$ cat config.mk
export PLATFORM = sky130hd
export DESIGN_NAME = burst_seq_top
export DESIGN_NICKNAME = d
export VERILOG_FILES = /design/src/rtl/burst_seq_pkg.sv /design/src/rtl/burst_sdp_ram.sv /design/src/rtl/burst_step_timer.sv /design/src/rtl/burst_seq_ctrl.sv /design/src/rtl/burst_seq_top.sv
export SDC_FILE = /design/constraint.sdc
export NUM_CORES = 2
export LEC_CHECK = 0
export BUFFER_PORTS_ARGS = -buffer_cell sky130_fd_sc_hd__buf_2
export CORE_ASPECT_RATIO = 1.5
export CORE_MARGIN = 2
export CORE_UTILIZATION = 45
export CTS_BUF_LIST = sky130_fd_sc_hd__clkbuf_4 sky130_fd_sc_hd__clkbuf_8 sky130_fd_sc_hd__clkbuf_16
export DETAILED_ROUTE_END_ITERATION = 7
export HOLD_SLACK_MARGIN = 0.08
export SLEW_MARGIN = 20
export SYNTH_ARGS = -nofsm -noshare
export SYNTH_HDL_FRONTEND = slang
export SYNTH_HIERARCHICAL = 1
export SYNTH_SLANG_ARGS = --single-unit
$ cat constraint.sdc
create_clock -name clk -period 3.9 [get_ports clk]
set_input_delay 0.195 -clock clk [delete_from_list [all_inputs] [get_ports clk]]
set_output_delay 0.195 -clock clk [all_outputs]
set_load 0.005 [all_outputs]
$ cat src/rtl/burst_seq_pkg.sv
package burst_seq_pkg;
  typedef enum logic [2:0] {
    ST_IDLE,
    ST_FETCH,
    ST_DAC,
    ST_ADC1,
    ST_ADC2,
    ST_WAIT
  } seq_state_t;
endpackage

$ cat src/rtl/burst_sdp_ram.sv
module burst_sdp_ram #(
  parameter int DEPTH = 100,
  parameter int AW    = 7,
  parameter int DW    = 10
) (
  input  logic          clk,
  input  logic          we,
  input  logic [AW-1:0] waddr,
  input  logic [DW-1:0] wdata,
  input  logic [AW-1:0] raddr,
  output logic [DW-1:0] rdata
);
  logic [DW-1:0] mem [DEPTH];

  // one write port, one registered read port
  always_ff @(posedge clk) begin
    if (we && (int'(waddr) < DEPTH)) mem[waddr] <= wdata;
    if (int'(raddr) < DEPTH) rdata <= mem[raddr];
    else                     rdata <= '0;
  end
endmodule

$ cat src/rtl/burst_step_timer.sv
module burst_step_timer #(
  parameter int STEP_CYC = 25000,
  parameter int DLY_W    = 8
) (
  input  logic             clk,
  input  logic             rst,
  input  logic             restart,
  input  logic             enable,
  input  logic [DLY_W-1:0] xdly,
  output logic             expired
);
  localparam int BASE_W = ($clog2(STEP_CYC) < 1) ? 1 : $clog2(STEP_CYC);
  localparam logic [BASE_W-1:0] BASE_LAST = BASE_W'(STEP_CYC - 1);

  logic [BASE_W-1:0] base_q;
  logic [DLY_W-1:0]  slot_q;

  assign expired = (base_q == BASE_LAST) && (slot_q == xdly);

  // base counter wraps every STEP_CYC cycles; slot counts the wraps;
  // the pair saturates at the final value until restarted
  always_ff @(posedge clk) begin
    if (rst || restart) begin
      base_q <= '0;
      slot_q <= '0;
    end else if (enable && !expired) begin
      if (base_q == BASE_LAST) begin
        base_q <= '0;
        slot_q <= slot_q + 1'b1;
      end else begin
        base_q <= base_q + 1'b1;
      end
    end
  end
endmodule

$ cat src/rtl/burst_seq_ctrl.sv
module burst_seq_ctrl
  import burst_seq_pkg::*;
#(
  parameter int DEPTH  = 100,
  parameter int IDX_W  = 7,
  parameter int SAMP_W = 10,
  parameter int DLY_W  = 8,
  parameter int CNT_W  = 8
) (
  input  logic              clk,
  input  logic              rst,
  input  logic              run,
  input  logic [IDX_W-1:0]  cfg_start,
  input  logic [IDX_W-1:0]  cfg_end,
  input  logic [DLY_W-1:0]  cfg_xdly,
  input  logic [CNT_W-1:0]  cfg_cycles,
  input  logic [CNT_W-1:0]  cfg_repeat,
  input  logic              tmr_expired,
  input  logic              dac_ack,
  input  logic              adc_ack,
  input  logic [SAMP_W-1:0] adc_data,
  output logic              busy,
  output logic              done,
  output logic              cfg_err,
  output logic              dac_req,
  output logic              adc_req,
  output logic              adc_chan,
  output logic [IDX_W-1:0]  tbl_raddr,
  output logic [DLY_W-1:0]  act_xdly,
  output logic              step_go,
  output logic                acq_we,
  output logic [IDX_W-1:0]    acq_waddr,
  output logic [2*SAMP_W-1:0] acq_wdata
);
  localparam logic [IDX_W-1:0] IDX_MAX = IDX_W'(DEPTH - 1);

  seq_state_t        state_q;
  logic [IDX_W-1:0]  idx_q, st_start_q, st_end_q;
  logic [CNT_W-1:0]  st_cyc_q, st_rep_q, cyc_q, rep_q;
  logic [SAMP_W-1:0] samp1_q;
  logic              cfg_bad, last_step, pass_end, cyc_end;

  assign cfg_bad   = (cfg_cycles == '0) || (cfg_repeat == '0) ||
                     (cfg_end < cfg_start) || (cfg_end > IDX_MAX);
  assign pass_end  = (idx_q == st_end_q);
  assign cyc_end   = (cyc_q == st_cyc_q - 1'b1);
  assign last_step = pass_end && cyc_end && (rep_q == st_rep_q - 1'b1);
  assign step_go   = ((state_q == ST_IDLE) && run && !cfg_bad) ||
                     ((state_q == ST_WAIT) && tmr_expired && !last_step);
  assign tbl_raddr = idx_q;

  always_ff @(posedge clk) begin
    if (rst) begin
      state_q    <= ST_IDLE;
      busy       <= 1'b0;
      done       <= 1'b0;
      cfg_err    <= 1'b0;
      dac_req    <= 1'b0;
      adc_req    <= 1'b0;
      adc_chan   <= 1'b0;
      acq_we     <= 1'b0;
      acq_waddr  <= '0;
      acq_wdata  <= '0;
      idx_q      <= '0;
      st_start_q <= '0;
      st_end_q   <= '0;
      st_cyc_q   <= '0;
      st_rep_q   <= '0;
      act_xdly   <= '0;
      cyc_q      <= '0;
      rep_q      <= '0;
      samp1_q    <= '0;
    end else begin
      done   <= 1'b0;
      acq_we <= 1'b0;
      unique case (state_q)
        ST_IDLE: begin
          if (run) begin
            if (cfg_bad) begin
              cfg_err <= 1'b1;
            end else begin
              cfg_err    <= 1'b0;
              busy       <= 1'b1;
              st_start_q <= cfg_start;
              st_end_q   <= cfg_end;
              st_cyc_q   <= cfg_cycles;
              st_rep_q   <= cfg_repeat;
              act_xdly   <= cfg_xdly;
              idx_q      <= cfg_start;
              cyc_q      <= '0;
              rep_q      <= '0;
              state_q    <= ST_FETCH;
            end
          end
        end
        ST_FETCH: begin
          // table read of idx_q lands together with the request
          dac_req <= 1'b1;
          state_q <= ST_DAC;
        end
        ST_DAC: begin
          if (dac_ack) begin
            dac_req  <= 1'b0;
            adc_req  <= 1'b1;
            adc_chan <= 1'b0;
            state_q  <= ST_ADC1;
          end
        end
        ST_ADC1: begin
          if (adc_ack) begin
            samp1_q  <= adc_data;
            adc_chan <= 1'b1;
            state_q  <= ST_ADC2;
          end
        end
        ST_ADC2: begin
          if (adc_ack) begin
            adc_req   <= 1'b0;
            acq_we    <= 1'b1;
            acq_waddr <= idx_q - st_start_q;
            acq_wdata <= {adc_data, samp1_q};
            state_q   <= ST_WAIT;
          end
        end
        ST_WAIT: begin
          if (tmr_expired) begin
            if (last_step) begin
              busy    <= 1'b0;
              done    <= 1'b1;
              state_q <= ST_IDLE;
            end else begin
              state_q <= ST_FETCH;
              if (!pass_end) begin
                idx_q <= idx_q + 1'b1;
              end else begin
                idx_q <= st_start_q;
                if (cyc_end) begin
                  cyc_q <= '0;
                  rep_q <= rep_q + 1'b1;
                end else begin
                  cyc_q <= cyc_q + 1'b1;
                end
              end
            end
          end
        end
        default: state_q <= ST_IDLE;
      endcase
    end
  end
endmodule

$ cat src/rtl/burst_seq_top.sv
module burst_seq_top #(
  parameter int DEPTH    = 100,
  parameter int CODE_W   = 10,
  parameter int SAMP_W   = 10,
  parameter int DLY_W    = 8,
  parameter int CNT_W    = 8,
  parameter int STEP_CYC = 25000,
  localparam int IDX_W   = $clog2(DEPTH)
) (
  input  logic              clk,
  input  logic              rst,
  input  logic              tbl_we,
  input  logic [IDX_W-1:0]  tbl_waddr,
  input  logic [CODE_W-1:0] tbl_wdata,
  input  logic [IDX_W-1:0]  cfg_start,
  input  logic [IDX_W-1:0]  cfg_end,
  input  logic [DLY_W-1:0]  cfg_xdly,
  input  logic [CNT_W-1:0]  cfg_cycles,
  input  logic [CNT_W-1:0]  cfg_repeat,
  input  logic              run,
  output logic              busy,
  output logic              done,
  output logic              cfg_err,
  output logic              dac_req,
  output logic [CODE_W-1:0] dac_code,
  input  logic              dac_ack,
  output logic              adc_req,
  output logic              adc_chan,
  input  logic              adc_ack,
  input  logic [SAMP_W-1:0] adc_data,
  input  logic              rd_en,
  input  logic [IDX_W-1:0]  rd_addr,
  output logic              rd_valid,
  output logic [SAMP_W-1:0] rd_data1,
  output logic [SAMP_W-1:0] rd_data2
);
  logic [IDX_W-1:0]    tbl_raddr;
  logic [DLY_W-1:0]    act_xdly;
  logic                step_go, tmr_expired;
  logic                acq_we;
  logic [IDX_W-1:0]    acq_waddr;
  logic [2*SAMP_W-1:0] acq_wdata, acq_rdata;

  burst_sdp_ram #(.DEPTH(DEPTH), .AW(IDX_W), .DW(CODE_W)) code_ram_i (
    .clk   (clk),
    .we    (tbl_we && !busy),
    .waddr (tbl_waddr),
    .wdata (tbl_wdata),
    .raddr (tbl_raddr),
    .rdata (dac_code)
  );

  burst_sdp_ram #(.DEPTH(DEPTH), .AW(IDX_W), .DW(2*SAMP_W)) acq_ram_i (
    .clk   (clk),
    .we    (acq_we),
    .waddr (acq_waddr),
    .wdata (acq_wdata),
    .raddr (rd_addr),
    .rdata (acq_rdata)
  );

  burst_step_timer #(.STEP_CYC(STEP_CYC), .DLY_W(DLY_W)) timer_i (
    .clk     (clk),
    .rst     (rst),
    .restart (step_go),
    .enable  (busy),
    .xdly    (act_xdly),
    .expired (tmr_expired)
  );

  burst_seq_ctrl #(
    .DEPTH(DEPTH), .IDX_W(IDX_W), .SAMP_W(SAMP_W), .DLY_W(DLY_W), .CNT_W(CNT_W)
  ) ctrl_i (
    .clk         (clk),
    .rst         (rst),
    .run         (run),
    .cfg_start   (cfg_start),
    .cfg_end     (cfg_end),
    .cfg_xdly    (cfg_xdly),
    .cfg_cycles  (cfg_cycles),
    .cfg_repeat  (cfg_repeat),
    .tmr_expired (tmr_expired),
    .dac_ack     (dac_ack),
    .adc_ack     (adc_ack),
    .adc_data    (adc_data),
    .busy        (busy),
    .done        (done),
    .cfg_err     (cfg_err),
    .dac_req     (dac_req),
    .adc_req     (adc_req),
    .adc_chan    (adc_chan),
    .tbl_raddr   (tbl_raddr),
    .act_xdly    (act_xdly),
    .step_go     (step_go),
    .acq_we      (acq_we),
    .acq_waddr   (acq_waddr),
    .acq_wdata   (acq_wdata)
  );

  // reads are served only from an idle block that is not being started
  always_ff @(posedge clk) begin
    if (rst) rd_valid <= 1'b0;
    else     rd_valid <= rd_en && !busy && !run;
  end

  assign rd_data1 = acq_rdata[SAMP_W-1:0];
  assign rd_data2 = acq_rdata[2*SAMP_W-1:SAMP_W];
endmodule

==> run_results.csv <==
group,metric,value,unit
place,gp_congestion,0.908,
floorplan,num_io_pins,116,
clocking,clkTransAtPathRegs,0.06,ns
worst_setup_path,cp_max_fo,13,
synth,ys_ff_latch,3162,
synth,synth_area_per_cell,20.1,µm²
routing,viasPerCell,6.01,
routing,vias,63809,
worst_setup_path,startpoint_type,"flip-flop",
worst_setup_path,worstPathRequired,4.67,ns
synth,syn_nets,6218,
floorplan,die_w,431,µm
final_layout,fin_util,52.0,%
timing,max_slew_margin,26.2,%
synth,synth_edf_count,3000,
routing,first_pass_iters,6,
global_route,grt_max_degree,101,
clocking,cts_inserted_buffers,307,
synth,synth_flop_cell,"edfxtp_1",
global_route,antenna_found_initial,14,
timing,slew_violations,0,
clocking,clock_latency,0.89,ns
synth,netlist_instances,6119,
routing,drc_errors,0,
pwr,power_density,496,mW/mm²
synth,ys_top_cells_by_area,"edfxtp_1 73%, mux4_2 13%, dfxtp_1 2.6%",
floorplan,die_area,0.278,mm²
global_route,grt_pass1_vias,64300,
flow_run,drv_cap,0,
final_layout,final_common_cell,"edfxtp_1",
floorplan,core_area,0.273,mm²
synth,synth_top_cell_by_area,"edfxtp_1",
worst_setup_path,critPathArrivalTime,4.21,ns
worst_setup_path,path_class,"reg2reg",
final_layout,area_growth,15.0,%
global_route,grtUsageTotal,24.3,%
floorplan,row_count,235,
global_route,overflow,0,
routing,postRouteAntennaNets,0,
final_layout,drive_gt1_share,28.3,%
place,port_buffers,115,
final_layout,multi_input_area,0.0280,mm²
timing,tns,0,ns
clocking,cts_tree,"built",
routing,drt_iter0_drc,7409,
status,status,"complete, no violations",
timing,finalClockSkew,0.0615,ns
place,place_ws,0.396,ns
worst_setup_path,critPathCaptureType,"flip-flop",
floorplan,start_util,45.2,%
synth,synthArstFlopShare,0,%
final_layout,fin_nets,6903,
timing,clock.fmax,290,MHz
timing,finalHoldViolations,0,
worst_setup_path,crit_path_max_incr_delay,0.60,ns
timing,rsz0062_at_grt,"no",
min_path,min_path_type,"in2reg",
timing,setup_viol,0,
final_layout,register_area,0.0934,mm²
final_layout,filler_cell_count,21276,
routing,avgRoutedWirePerCell,32.1,µm
timing,worst_pin_slew,1.11,ns
routing,routed_wl,341,mm
timing,finalCriticalPeriod,3.45,ns
pwr,peakVddDrop,348,µV
clocking,clock-sinks,3162,
synth,syn_area,0.123,mm²
global_route,grt_pass1_wl,481,mm
synth,synth_cell_types,99,
floorplan,fp.dieH,645,µm
clocking,post-cts-setup-buffers,0,
worst_setup_path,crit_chain,"or3b_1, or4_4, nor3_1, and3_1, o21ai_4, a2111oi_1, mux2i_1",
synth,yosysSeqAreaShare,75.8,%
timing,setup_ws,0.455,ns
pwr,power,70.3,mW
timing,fin_crit_sh,88.3,%
synth,yosys_warnings,6,
synth,netlist.area_leader.share,73.2,%
clocking,cts_max_path_buffers,4,
timing,holdWs,0.146,ns
place,hpwlAfterDp,221,mm
clocking,cts_root_buf,"clkbuf_16",
final_layout,layout_common_cells,"3000 x edfxtp_1, 685 x mux4_2, 464 x buf_4, 319 x nand2_1, 317 x clkbuf_16",
clocking,ctsHtreeMaxLevel,5,
pwr,cellLeakagePower,43.1,nW
worst_setup_path,worst_path_max_delay_cell,"or4_4",
-- where the power goes --
group | leakage, nW | switching [mW] | internal (mW)
registers | 27.1 | 0.219 | 36.9
clock network | 4.89 | 12.8 | 16.7
logic | 11.1 | 2.30 | 1.42
-- cells by family after synthesis --
kind of cell / Yosys count / synth area share (%)
AOI/OAI and AO/OA: 642 / 3.72
xor gates and xnor gates: 44 / 0.313
adders and majority gates: 20 / 0.209
buffers and inverters: 370 / 1.75
DFF: 3162 / 75.8
muxes: 936 / 14.7
and+or+nand+nor: 945 / 3.51
-- sequential cells by signal, summed over array words and instances, names as in the netlist, 3 cells and up --
name / count
acq_ram_i/mem: 2000
acq_ram_i/rdata: 20
code_ram_i/mem: 1000
code_ram_i/rdata: 10
ctrl_i/acq_waddr: 7
ctrl_i/acq_wdata: 20
ctrl_i/act_xdly: 8
ctrl_i/cyc_q: 8
ctrl_i/rep_q: 8
ctrl_i/samp1_q: 10
ctrl_i/st_cyc_q: 8
ctrl_i/st_end_q: 7
ctrl_i/st_rep_q: 8
ctrl_i/st_start_q: 7
ctrl_i/state_q: 3
ctrl_i/tbl_raddr: 7
timer_i/base_q: 15
timer_i/slot_q: 8
-- cell usage after synthesis, types with 38 or more instances --
master and count:
o22ai_1 75, dfxtp_1 162, nor2_1 312, buf_4 61
mux2i_1 211, nand2_1 320, mux4_2 685, nand4_1 38
edfxtp_1 3000, clkbuf_1 117, a22oi_1 65, buf_2 87
a21oi_1 164, buf_6 44, nor3_1 46, nand3_1 62
o21ai_0 45
-- metrics by stage --
stage	instances	instance area (µm²)
after detailed placement	9953	131000
final	10609	142000
after global placement	9953	131000
after global routing	10606	142000
after floorplan	6119	123000
after CTS	10588	141000
-- area by class of cell --
cell class / instances / area share, %
Clock inverter: 166 / 0.990
Timing Repair Buffer: 705 / 4.09
Tap cell: 3555 / 3.14
Clock buffer: 381 / 5.94
Antenna cell: 12 / 0.0212
Multi-Input combinational cell: 2587 / 19.8
Sequential cell: 3162 / 66.0
Inverter: 41 / 0.109
-- repair_timing --
| item | CTS | global route |
|---|---|---|
| hold buffers | 88 | 7 |
| endpoints found under the hold margin | 214 | 665 |
| gates resized for setup | 0 | 0 |
-- layer usage --
metal	share of wire (%)	GRT usage, %	wire, µm
met5	0.0079	0	27
met4	6.4	12.8	21800
met1	35	29.0	121000
met3	5.7	3.12	19500
met2	52	43.0	179000
-- worst paths after layout --
kind / start / endpoint / slack [ns] / depth (start not counted)
min: adc_data[3] / ctrl_i/samp1_q[3] / 0.15 / 4
min reg2reg: ctrl_i/samp1_q[2] / ctrl_i/acq_wdata[2] / 0.41 / 2
max: timer_i/base_q[5] / ctrl_i/rep_q[6] / 0.45 / 7
max reg2reg: timer_i/base_q[5] / ctrl_i/rep_q[6] / 0.45 / 7
-- critical path, delay by kind of cell, from the launching register on --
kind            cells  cell delay, ns
compound gates      2            0.76
simple gates        4            1.91
flops               1            0.47
mux                 1            0.23
Power figures use the tool's default switching activity.
